==> src/rtl/gpio_pin_pkg.sv <==
package gpio_pin_pkg;

  typedef enum logic [1:0] {
    TRIG_OFF       = 2'd0,
    TRIG_LEVEL     = 2'd1,
    TRIG_ONE_EDGE  = 2'd2,
    TRIG_BOTH_EDGE = 2'd3
  } trigMode_e;

  // packed MSB first: bit6 .. bit0
  typedef struct packed {
    logic      intEn;
    logic      debEn;
    logic      polHigh;
    trigMode_e mode;
    logic      dirOut;
    logic      pinEn;
  } pinCfg_t;

  localparam int CFG_W = $bits(pinCfg_t);

  typedef struct packed {
    logic clrPend;    // drop latched edge
    logic restartDeb; // restart debounce count
  } ctrlStrobe_t;

  localparam int OFS_CFG = 'h00;
  localparam int OFS_DEB = 'h04;
  localparam int OFS_IN  = 'h08;
  localparam int OFS_FLT = 'h0C;
  localparam int OFS_OUT = 'h10;
  localparam int OFS_CLR = 'h14;

endpackage

==> src/rtl/gpio_pin_ctrl.sv <==
module gpio_pin_ctrl
  import gpio_pin_pkg::*;
#(
  parameter int ADDR_W = 5,
  parameter int DATA_W = 8,
  parameter int DEB_W  = 8
) (
  input  logic              clk,
  input  logic              rstN,
  input  logic              regWe,
  input  logic [ADDR_W-1:0] regAddr,
  input  logic [DATA_W-1:0] regWdata,
  output logic [DATA_W-1:0] regRdata,
  input  logic              inLvl,
  output pinCfg_t           cfg,
  output logic [DEB_W-1:0]  debThr,
  output logic              floatQ,
  output logic              outQ,
  output ctrlStrobe_t       strb
);

  localparam logic [ADDR_W-1:0] A_CFG = ADDR_W'(OFS_CFG);
  localparam logic [ADDR_W-1:0] A_DEB = ADDR_W'(OFS_DEB);
  localparam logic [ADDR_W-1:0] A_IN  = ADDR_W'(OFS_IN);
  localparam logic [ADDR_W-1:0] A_FLT = ADDR_W'(OFS_FLT);
  localparam logic [ADDR_W-1:0] A_OUT = ADDR_W'(OFS_OUT);
  localparam logic [ADDR_W-1:0] A_CLR = ADDR_W'(OFS_CLR);

  always_ff @(posedge clk) begin
    if (!rstN) begin
      cfg    <= '0;
      debThr <= '0;
      floatQ <= 1'b0;
      outQ   <= 1'b0;
    end else if (regWe) begin
      case (regAddr)
        A_CFG:   cfg    <= pinCfg_t'(regWdata[CFG_W-1:0]);
        A_DEB:   debThr <= regWdata[DEB_W-1:0];
        A_FLT:   floatQ <= regWdata[0];
        A_OUT:   outQ   <= regWdata[0];
        default: ;
      endcase
    end
  end

  always_comb begin
    strb.clrPend    = regWe && (regAddr == A_CLR) && regWdata[0];
    strb.restartDeb = regWe && (regAddr == A_DEB);
  end

  always_comb begin
    case (regAddr)
      A_CFG:   regRdata = DATA_W'(cfg);
      A_DEB:   regRdata = DATA_W'(debThr);
      A_IN:    regRdata = DATA_W'(inLvl);
      A_FLT:   regRdata = DATA_W'(floatQ);
      A_OUT:   regRdata = DATA_W'(outQ);
      default: regRdata = '0;
    endcase
  end

  // an output-level write lands the following cycle
  assert_out_write_R2: assert property (@(posedge clk) disable iff (!rstN)
    (regWe && regAddr == A_OUT) |=> (outQ == $past(regWdata[0])));

endmodule

==> src/rtl/gpio_pin_datapath.sv <==
module gpio_pin_datapath
  import gpio_pin_pkg::*;
#(
  parameter int DEB_W = 8
) (
  input  logic             clk,
  input  logic             rstN,
  input  logic             msTick,
  input  logic             padIn,
  input  pinCfg_t          cfg,
  input  logic [DEB_W-1:0] debThr,
  input  logic             floatQ,
  input  logic             outQ,
  input  ctrlStrobe_t      strb,
  output logic             inLvl,
  output logic             padOut,
  output logic             padOe,
  output logic             irqReq
);

  logic             syncA, syncB;
  logic             filtLvl, prevLvl;
  logic [DEB_W-1:0] dbCnt;
  logic             edgeHit, levelHit, edgeLatch;
  logic             riseEv, fallEv;

  // synchroniser and debounce filter
  always_ff @(posedge clk) begin
    if (!rstN) begin
      syncA   <= 1'b0;
      syncB   <= 1'b0;
      filtLvl <= 1'b0;
      prevLvl <= 1'b0;
      dbCnt   <= '0;
    end else begin
      syncA   <= padIn;
      syncB   <= syncA;
      prevLvl <= filtLvl;
      if (!cfg.debEn) begin
        filtLvl <= syncB;
        dbCnt   <= '0;
      end else if (syncB == filtLvl || strb.restartDeb) begin
        dbCnt <= '0;
      end else if (dbCnt >= debThr) begin
        filtLvl <= syncB;
        dbCnt   <= '0;
      end else if (msTick) begin
        dbCnt <= dbCnt + 1'b1;
      end
    end
  end

  assign riseEv = filtLvl & ~prevLvl;
  assign fallEv = ~filtLvl & prevLvl;

  always_comb begin
    case (cfg.mode)
      TRIG_ONE_EDGE:  edgeHit = cfg.polHigh ? riseEv : fallEv;
      TRIG_BOTH_EDGE: edgeHit = riseEv | fallEv;
      default:        edgeHit = 1'b0;
    endcase
    edgeHit  = edgeHit & cfg.pinEn;
    levelHit = cfg.pinEn && (cfg.mode == TRIG_LEVEL) && (filtLvl == cfg.polHigh);
  end

  // edge latch: a new edge wins over a clear in the same cycle
  always_ff @(posedge clk) begin
    if (!rstN)              edgeLatch <= 1'b0;
    else if (edgeHit)       edgeLatch <= 1'b1;
    else if (strb.clrPend)  edgeLatch <= 1'b0;
  end

  assign inLvl  = filtLvl;
  assign irqReq = (levelHit | edgeLatch) & cfg.intEn;
  assign padOe  = cfg.pinEn & cfg.dirOut & ~floatQ;
  assign padOut = outQ;

  // without filtering the accepted level is the synchroniser output one cycle on
  assert_sync_path_R3: assert property (@(posedge clk) disable iff (!rstN)
    !$past(cfg.debEn) |-> (filtLvl == $past(syncB)));

  // a filtered change under debounce only after the count reached the threshold
  assert_debounce_gate_R5: assert property (@(posedge clk) disable iff (!rstN)
    !$stable(filtLvl) |-> (!$past(cfg.debEn) || ($past(dbCnt) >= $past(debThr))));

  // latched edge persists without a clear
  assert_edge_sticky_R8: assert property (@(posedge clk) disable iff (!rstN)
    (edgeLatch && !strb.clrPend) |=> edgeLatch);

  // a clear with no concurrent edge empties the latch
  assert_clear_drops_R9: assert property (@(posedge clk) disable iff (!rstN)
    (strb.clrPend && !edgeHit) |=> !edgeLatch);

endmodule

==> src/rtl/gpio_pin_unit.sv <==
module gpio_pin_unit
  import gpio_pin_pkg::*;
#(
  parameter int ADDR_W = 5,
  parameter int DATA_W = 8,
  parameter int DEB_W  = 8
) (
  input  logic              clk,
  input  logic              rstN,
  input  logic              msTick,
  input  logic              regWe,
  input  logic [ADDR_W-1:0] regAddr,
  input  logic [DATA_W-1:0] regWdata,
  output logic [DATA_W-1:0] regRdata,
  input  logic              padIn,
  output logic              padOut,
  output logic              padOe,
  output logic              irqReq
);

  pinCfg_t          cfgBus;
  logic [DEB_W-1:0] thrBus;
  logic             floatBus, outBus, inLvlBus;
  ctrlStrobe_t      strbBus;

  gpio_pin_ctrl #(.ADDR_W(ADDR_W), .DATA_W(DATA_W), .DEB_W(DEB_W)) uCtrl (
    .clk(clk), .rstN(rstN), .regWe(regWe), .regAddr(regAddr),
    .regWdata(regWdata), .regRdata(regRdata), .inLvl(inLvlBus),
    .cfg(cfgBus), .debThr(thrBus), .floatQ(floatBus), .outQ(outBus),
    .strb(strbBus)
  );

  gpio_pin_datapath #(.DEB_W(DEB_W)) uPath (
    .clk(clk), .rstN(rstN), .msTick(msTick), .padIn(padIn),
    .cfg(cfgBus), .debThr(thrBus), .floatQ(floatBus), .outQ(outBus),
    .strb(strbBus), .inLvl(inLvlBus), .padOut(padOut), .padOe(padOe),
    .irqReq(irqReq)
  );

endmodule

==> config.mk <==
export PLATFORM = sky130hd
export DESIGN_NAME = gpio_pin_unit
export DESIGN_NICKNAME = d
export VERILOG_FILES = /design/src/rtl/gpio_pin_pkg.sv /design/src/rtl/gpio_pin_ctrl.sv /design/src/rtl/gpio_pin_datapath.sv /design/src/rtl/gpio_pin_unit.sv
export SDC_FILE = /design/constraint.sdc
export NUM_CORES = 1
export LEC_CHECK = 0
export BUFFER_PORTS_ARGS = -buffer_cell sky130_fd_sc_hd__buf_2
export CORE_UTILIZATION = 40
export DETAILED_ROUTE_END_ITERATION = 16
export GPL_TIMING_DRIVEN = 0
export PLACE_DENSITY = 0.7
export SLEW_MARGIN = 20
export SYNTH_ARGS = -nofsm -noshare
export SYNTH_HDL_FRONTEND = slang
export SYNTH_SLANG_ARGS = --single-unit
==> constraint.sdc <==
create_clock -name clk -period 2.8 [get_ports clk]
set_input_delay 0.42 -clock clk [delete_from_list [all_inputs] [get_ports clk]]
set_output_delay 0.42 -clock clk [all_outputs]
set_load 0.1 [all_outputs]
* Yosys cells after proc, flatten, opt, wreduce, memory -nomap -nowiden
Index checks and enable logic that the tools add are counted.
Word-level totals: word-level logic and storage cells 64, output and inout bits 11, register bits 30
Operators by class: $add $sub $neg 1, multiplexer cells 8, equal/unequal tests 12, bitwise gates (word level) 13, $lt $le $gt $ge 1, reductions and logical operators 14
Operators with widths (count):
- one-hot mux 8 bit (5 select lines) | 1
- == test 5 x 4 -> 1 bit, second input constant | 2
- == test 5 bit, second input constant | 2
- AND reduction 2 bit | 5
- adder 8 x 1 -> 8 bit, second input constant | 1
- greater-or-equal comparator 8 bit | 1
- bitwise AND 1 bit | 6
- two-way mux 1 bit | 6
- == test 5 x 3 -> 1 bit, second input constant | 1
- logical AND 1 bit | 5
- zero test 5 bit | 1
- NOT 1 bit | 5
- == test 2 bit, second input constant | 2
- OR reduction 4 bit | 1
- == test 1 bit | 2
- == test 2 x 1 -> 1 bit, second input constant | 1
- inequality test 2 x 1 -> 1 bit, second input constant | 1
- inequality test 2 bit, second input constant | 1
- OR 1 bit | 2
- one-hot mux 1 bit (2 select lines) | 1
- nonzero test 2 bit | 1
- logical OR 1 bit | 1

* Longest topological paths before layout
Gate-level depths: netlist of run 1.
word-level depth 6, gate-level depth with buffers 8, depth with buffers taken out 7

* By module
From an unflattened synthesis of run 1, not the netlist that was laid out.
Second synthesis, totals: cells, all modules 186, area total of the unflattened synthesis 1667.8 µm²
Modules (own cells, without submodules):
- gpio_pin_datapath | seq. area each 260.2 µm², area an instance 834.6 µm², times used 1, cells an instance 91
- gpio_pin_ctrl | seq. area each 340.3 µm², area an instance 833.3 µm², times used 1, cells an instance 95

* Worst setup path after synthesis of run 1
No wires, ideal clock.
kind input-to-output, start input port regAddr[1], end output port regRdata[1], arrival 2358 ps, path buffers 1, required time 2380 ps, stages 3, path slack 22 ps, cells stage by stage or4_1 -> clkbuf_1 -> nor2_1
On the way: cells in the longest elaborated chain, start to end 2, elaborated cells on any way between the ends 6, those cells by class 4 x eq/ne; 1 x mux; 1 x reduce/logical
Ends and longest elaborated chain:
- from (decl) | RTL line gpio_pin_unit.sv:12 | input logic [ADDR_W-1:0] regAddr,
- == test 5 bit (tied with other cells) | RTL line gpio_pin_ctrl.sv:52 | case (regAddr)
- one-hot mux 8 bit (5 select lines) * | RTL line gpio_pin_ctrl.sv:52
- to (decl) | RTL line gpio_pin_unit.sv:14 | output logic [DATA_W-1:0] regRdata,
Every way passes the cells marked *; elsewhere a longest branch is shown, timed or not.

* Final worst setup path of run 1
start input port regAddr[1], end output port regRdata[0]
Same word-level chain as after synthesis.

==> metrics.log, run 1 <==
INFO  metric achievable-frequency = about 410 MHz
INFO  metric dp_slack = about 0.32 ns
INFO  metric place.gp.congestion = 0.7624
INFO  metric regArea = 600.6 um^2
INFO  metric layout.filler_cells = 381
INFO  metric final_antenna_net_count = 0
INFO  metric clk_transition_reported_paths = ~0.06 ns
INFO  metric rsz0062_at_grt = false
INFO  metric critPathMaxStageDelay = 0.42 ns
INFO  metric part_of_the_power_in_the_clock_network = 42.6%
INFO  metric grt_first_pass_wirelength = 5.727 mm
INFO  metric number_of_global_route_vias_before_repair = roughly 1200
INFO  metric cts.path.max_buffers = 2
INFO  metric final_layout_size_suffix_gt1_share = 21.82%
INFO  metric initial_utilization = 41.76%
INFO  metric postSynthNetCount = 213
INFO  metric drtPass1Iterations = 4
INFO  metric multi_input_comb_area = 983.4 um^2
INFO  metric cp.arrival = slightly above 2 ns
INFO  metric hold_slack = between 0.3 and 0.4 ns
INFO  metric synth_flop_cell = dfxtp_1
INFO  metric end_kind = output pin
INFO  metric reg2regPathDepth = 8
INFO  metric cp_num_cells = 6
INFO  metric cts_tree = yes
INFO  metric grt_start_max_net_pins = 11
INFO  metric fp_rows = 23
INFO  metric cts.repair_timing.setup_buffer_count = 0
INFO  metric clk_root_buffer_cell = clkbuf_8
INFO  metric cp_slowest_cell = buf_2
INFO  metric switching_power = 0.0001992 W
INFO  metric htree_levels = 2
INFO  metric ys_seq_area_share = 35.96%
INFO  metric die_h = 66.62 um
INFO  metric critical_path.cell_chain = buf_2, nor4_1, clkbuf_1, a22o_1, a22o_1, buf_2
INFO  metric worstSetupStartpointType = input pin
INFO  metric routed_vias_inst = 5.030
INFO  metric ys_seq_elements = 30
INFO  metric dr.first_iter.drc_count = 76
INFO  metric dp.cells = 262
INFO  metric worst_path_dominant_cell_family = buffers and inverters
INFO  metric die_w = 66.62 um
INFO  metric slew_headroom = approximately 56%
INFO  metric hpwl = 2.617 mm
INFO  metric p_leak = 0.7563 nW
INFO  metric timing.critical_path.buf_inv = 3
INFO  metric synth-warning-count = 0
INFO  metric setup_viol_count_final = 0
INFO  metric timing_worst_setup_path_type = input pin to output pin
INFO  metric routed_wire_length_per_instance = 13.16 um
INFO  metric combinationalPowerShare = 6.5%
INFO  metric vias = 1358
INFO  metric timing.critical_path.fanout_max = 10
INFO  metric ir_drop = 0.3121 mV
INFO  metric cts_hold_repair.buffers = 0
INFO  metric cap_viol_max_count = 0
INFO  metric skew = 0.006811 ns
INFO  metric synthesis.instances = 184
INFO  metric inserted_clock_buffers = 5
INFO  metric p_int = 0.0006528 W
INFO  metric timing_worst_slew_pin_value = 0.6542 ns
INFO  metric status = complete, no violations
INFO  metric finish.cell_count_without_fillers = 270
INFO  metric layout.cells.most_common = dfxtp_1
INFO  metric floorplan.core_area = approximately 4000 um^2
INFO  metric synth_cell_types = 38
INFO  metric timing_max_transition_violations_final = 0
INFO  metric most-common-layout-cells = dfxtp_1 (30), buf_2 (28), nand2_1 (18)
INFO  metric detail_route.wirelength = about 3.6 mm
INFO  metric postSynth.asyncResetShare = 0%
INFO  metric min_period_over_period = ~88%
INFO  metric area_growth = 17.60%
INFO  metric syn-mean-instance-area = 9.078 um^2
INFO  metric final-hold-violation-count = 0
INFO  metric synth.cell_area = roughly 1700 um^2
INFO  metric detailed_route_drc_error_count = 0
INFO  metric fin_setup_tns = 0 ns
INFO  metric power.sequential.fraction = 50.9%
INFO  metric layout.nets = 248
INFO  metric grt-ovfl-total = 0
INFO  metric worst_hold_path.num_cells = 2
INFO  metric post-route-worst-setup-slack = about 0.34 ns
INFO  metric antennaDiodeCount = 0
INFO  metric clock_latency = 0.28 ns
INFO  metric min-delay-path-class = input pin to flop
INFO  metric initial_antenna_violation_count = 0
INFO  metric boundaryPins = 29
INFO  metric port_buffer_count = 28
INFO  metric synth_edf_count = 0
INFO  metric finalCriticalPeriod = 2.461 ns
INFO  metric cp.required = 2.38 ns
INFO  metric p_sw_share = around a quarter
INFO  metric cts_resized = 0
INFO  metric cts.sinks = 30
INFO  metric area_of_the_die = between 4000 and 5000 um^2
INFO  metric gr-usage-all-layers = 17.82%
INFO  metric p_per_area = 433.7 nW/um^2
[area by class of cell]
| cell class | count | area share (%) |
|---|---|---|
| timing repair buffer | 28 | 7.134 |
| clock buffer | 7 | 4.395 |
| multi-input combinational | 135 | 50.06 |
| tap | 50 | 3.185 |
| clock inverter | 1 | 0.2548 |
| inverter | 11 | 2.102 |
| buffer | 8 | 2.293 |
| sequential | 30 | 30.57 |
[stage by stage]
| step | power [W] | utilization [%] | area [um^2] |
|---|---|---|---|
| detailed placement | 0.0004985 | 46.83 | 1873 |
| global route | 0.0008809 | 49.11 | 1964 |
| global placement | 0.0004982 | 46.83 | 1873 |
| CTS | 0.0008575 | 49.11 | 1964 |
| floorplan | 0.0004707 | - | 1670 |
| finish | 0.0008520 | 49.11 | 1964 |
[power by group through the flow]
stage | Sequential (W) | Combinational [W] | Clock, W
after global routing | 0.000434 | 0.0000610 | 0.000386
final | 0.000434 | 0.0000554 | 0.000363
after CTS | 0.000434 | 0.0000554 | 0.000368
after global placement | 0.000443 | 0.0000551 | 0
after floorplan | 0.000443 | 0.0000277 | 0
after detailed placement | 0.000443 | 0.0000553 | 0
[synthesized netlist by cell type, types with 2 or more instances]
library cell,count,area [um^2]
a21boi_0,9,67.56
a22o_1,2,17.52
and2_1,3,18.77
buf_1,2,7.510
buf_6,2,22.52
clkbuf_1,4,15.01
dfxtp_1,30,600.6
ha_1,11,137.6
inv_1,11,41.29
mux2i_1,17,170.2
nand2_1,18,67.56
nand3_1,10,50.05
nand4_1,4,25.02
nor2_1,10,37.54
nor2_2,7,43.79
nor2b_1,12,75.07
nor3_1,2,10.01
nor4b_1,2,17.52
o21a_1,2,15.01
xnor2_1,3,26.28
xor2_1,6,52.55
[metal layers]
metal / vias up / wire [um] / GRT usage [%]
met4: 0 / 81 / 9.574
met5: - / 0 / 0
met2: 33 / 1540 / 25.63
li1: 705 / - / -
met3: 7 / 158 / 5.137
met1: 613 / 1774 / 23.63
[cells by family after synthesis]
logic type / after synthesis / share of synthesized area, %
AO/OA/AOI/OAI: 22 / 11.46
XOR/XNOR: 9 / 4.719
adder cells (fa/ha/maj): 11 / 8.240
buffers and inverters: 19 / 5.168
flip-flops: 30 / 35.96
multiplexers: 17 / 10.19
AND/OR/NAND/NOR: 76 / 24.27
[sequential cells by signal, indices dropped and copies added (netlist names)]
signal	count
uPath.inLvl	1
uPath.syncA	1
uCtrl.outQ	1
uCtrl.debThr	8
uCtrl.floatQ	1
uPath.edgeLatch	1
uCtrl.cfg	7
uPath.dbCnt	8
uPath.prevLvl	1
uPath.syncB	1
[worst paths after layout]
kind | slack (ns) | start | endpoint
setup / recovery | 0.34 | regAddr[1] | regRdata[0]
hold / removal | 0.34 | padIn | uPath.syncA$_SDFF_PN0_
setup reg to reg | 0.69 | uPath.dbCnt[0]$_SDFFE_PP0P_ | uPath.dbCnt[0]$_SDFFE_PP0P_
hold reg to reg | 0.47 | uPath.syncA$_SDFF_PN0_ | uPath.syncB$_SDFF_PN0_
Note: power is estimated with default switching activity, not from simulation.
==> run 2: changes to the inputs <==
BUFFER_PORTS_ARGS = -buffer_cell sky130_fd_sc_hd__clkbuf_2   (was -buffer_cell sky130_fd_sc_hd__buf_2)
==> metrics.log, run 2 (synthesized netlist as in run 1, its figures left out) <==
INFO  metric hpwl = 2.681 mm (was 2.617 mm)
INFO  metric critPathMaxStageDelay = 0.45 ns (was 0.42 ns)
INFO  metric grt_first_pass_wirelength = 6.078 mm (was 5.727 mm)
INFO  metric initial_antenna_violation_count = 0 (unchanged)
INFO  metric reg_top3 = uCtrl.debThr x8, uPath.dbCnt x8, uCtrl.cfg x7 (unchanged)
INFO  metric inserted_clock_buffers = 5 (unchanged)
INFO  metric clock_latency = 0.28 ns (about the same)
INFO  metric finalCriticalPeriod = 2.525 ns (was 2.461 ns)
INFO  metric ir_drop = 0.2510 mV (was 0.3121 mV)
INFO  metric detail_route.wirelength = 3.666 mm (was 3.554 mm)
INFO  metric cts_tree = yes (unchanged)
INFO  metric skew = 0.004061 ns (was 0.006811 ns)
INFO  metric cap_viol_max_count = 0 (unchanged)
INFO  metric end_kind = output pin (unchanged)
INFO  metric dpl-instance-area = 1873 um^2 (unchanged)
INFO  metric fp_rows = 23 (unchanged)
INFO  metric layout.nets = 248 (unchanged)
INFO  metric place.gp.congestion = 0.7491 (was 0.7624)
INFO  metric gr-usage-all-layers = 18.95% (was 17.82%)
INFO  metric die_h = 66.62 um (unchanged)
INFO  metric grt_start_max_net_pins = 11 (unchanged)
INFO  metric cp.required = 2.38 ns (about the same)
INFO  metric detailed_route_drc_error_count = 0 (unchanged)
INFO  metric min_period_over_period = 90.19% (was 87.90%)
INFO  metric rsz0062_at_grt = false (unchanged)
INFO  metric achievable-frequency = 396.0 MHz (was 406.3 MHz)
INFO  metric layout.filler_cells = 387 (was 381)
INFO  metric boundaryPins = 29 (unchanged)
INFO  metric layout.cells.most_common = dfxtp_1 (unchanged)
INFO  metric cts.sinks = 30 (unchanged)
INFO  metric number_of_global_route_vias_before_repair = 1261 (was 1224)
INFO  metric area_of_the_die = 4438 um^2 (unchanged)
INFO  metric cts_resized = 0 (unchanged)
INFO  metric drtPass1Iterations = 4 (unchanged)
INFO  metric regArea = 600.6 um^2 (unchanged)
INFO  metric timing.critical_path.buf_inv = 3 (unchanged)
INFO  metric cts.repair_timing.setup_buffer_count = 0 (unchanged)
INFO  metric port_buffer_count = 28 (unchanged)
INFO  metric p_per_area = 435.7 nW/um^2 (was 433.7 nW/um^2)
INFO  metric p_leak = 0.7496 nW (was 0.7563 nW)
INFO  metric routed_wire_length_per_instance = 13.58 um (was 13.16 um)
INFO  metric worstSetupStartpointType = input pin (unchanged)
INFO  metric timing.hold.worst.start = padIn (unchanged)
INFO  metric timing_worst_slew_pin_value = 0.6544 ns (was 0.6542 ns)
INFO  metric final_antenna_net_count = 0 (unchanged)
INFO  metric clk_root_buffer_cell = clkbuf_8 (unchanged)
INFO  metric multi_input_comb_area = 983.4 um^2 (unchanged)
INFO  metric dp.cells = 262 (unchanged)
INFO  metric cts.path.max_buffers = 2 (unchanged)
INFO  metric final_layout_size_suffix_gt1_share = 21.82% (unchanged)
INFO  metric cp.arrival = 2.11 ns (was 2.04 ns)
INFO  metric clk_transition_reported_paths = 0.06 ns (about the same)
INFO  metric timing_max_transition_violations_final = 0 (unchanged)
INFO  metric slew_headroom = 56.37% (was 56.39%)
INFO  metric antennaDiodeCount = 0 (unchanged)
INFO  metric worst_path_dominant_cell_family = buffers and inverters (unchanged)
INFO  metric status = complete, no violations (unchanged)
INFO  metric crit_path_start = regAddr[1] (unchanged)
INFO  metric final-hold-violation-count = 0 (unchanged)
INFO  metric cp_slowest_cell = clkbuf_2 (was buf_2)
INFO  metric most-common-layout-cells = dfxtp_1 (30), clkbuf_2 (28), nand2_1 (18) (was dfxtp_1 (30), buf_2 (28), nand2_1 (18))
INFO  metric finished_core_util = 49.11% (unchanged)
INFO  metric fin_setup_tns = 0 ns (unchanged)
INFO  metric min-delay-path-class = input pin to flop (unchanged)
INFO  metric area_growth = 17.60% (unchanged)
INFO  metric grt-ovfl-total = 0 (unchanged)
INFO  metric floorplan.core_area = 4000 um^2 (unchanged)
INFO  metric htree_levels = 2 (unchanged)
INFO  metric vias = 1385 (was 1358)
INFO  metric timing.critical_path.fanout_max = 10 (unchanged)
INFO  metric setup_viol_count_final = 0 (unchanged)
INFO  metric dr.first_iter.drc_count = 74 (was 76)
INFO  metric routed_vias_inst = 5.130 (was 5.030)
INFO  metric finish.cell_count_without_fillers = 270 (unchanged)
INFO  metric timing_worst_setup_path_type = input pin to output pin (unchanged)
INFO  metric die_w = 66.62 um (unchanged)
INFO  metric cts_hold_repair.buffers = 0 (unchanged)
INFO  metric layout.cell_area.non_filler = 1964 um^2 (unchanged)
INFO  metric initial_utilization = 41.76% (unchanged)
INFO  metric critical_path.cell_chain = clkbuf_2, nor4_1, clkbuf_1, a22o_1, a22o_1, clkbuf_2 (was buf_2, nor4_1, clkbuf_1, a22o_1, a22o_1, buf_2)
INFO  metric rr_startpoint = uPath.dbCnt[0]$_SDFFE_PP0P_ (unchanged)
[run 2: cell count changes in the layout (fill, tap and decap cells not counted), sizes merged]
cell    before  now
clkbuf      11   39
buf         32    4
[run 2: path summary, 6_finish.rpt]
path	end	slack (ns)	cells past startpoint
worst max-delay path	regRdata[0]	0.27	6
worst min-delay path	uPath.syncA$_SDFF_PN0_	0.34	2
worst max register to register	uPath.dbCnt[0]$_SDFFE_PP0P_	0.66	8
worst min register to register	uPath.syncB$_SDFF_PN0_	0.45	1
[run 2: power by group]
part | total (W) | switching (W) | internal, W
registers | 0.000434 | 0.00000329 | 0.000430
clock network | 0.000366 | 0.000168 | 0.000198
logic | 0.0000557 | 0.0000315 | 0.0000242
total | 0.000856 | 0.000203 | 0.000653
[run 2: routing by layer]
metal  share of wire, %  global-route usage [%]
met5                  0                       0
met4                2.1                   7.979
met3                4.0                   4.623
met2                 45                   29.29
met1                 49                   24.84
[run 2: area by class of cell]
type	count	area share [%]
well taps	50	3.185
repair buffers	28	7.134
inverters	11	2.102
flip-flops and latches	30	30.57
plain buffers	8	2.293
multi-input cells	135	50.06
clock buffers	7	4.395
clock inverters	1	0.2548
[run 2: per-stage QoR]
stage	hold WS (ns)	total power, W	worst slack, ns
after floorplan	0.4119	0.0004707	0.02244
after global placement	0.4398	0.0004982	0.2924
after detailed placement	0.4276	0.0004984	0.2780
after CTS	0.3387	0.0008633	0.2789
after global routing	0.3528	0.0008865	0.1091
final	0.3446	0.0008558	0.2748
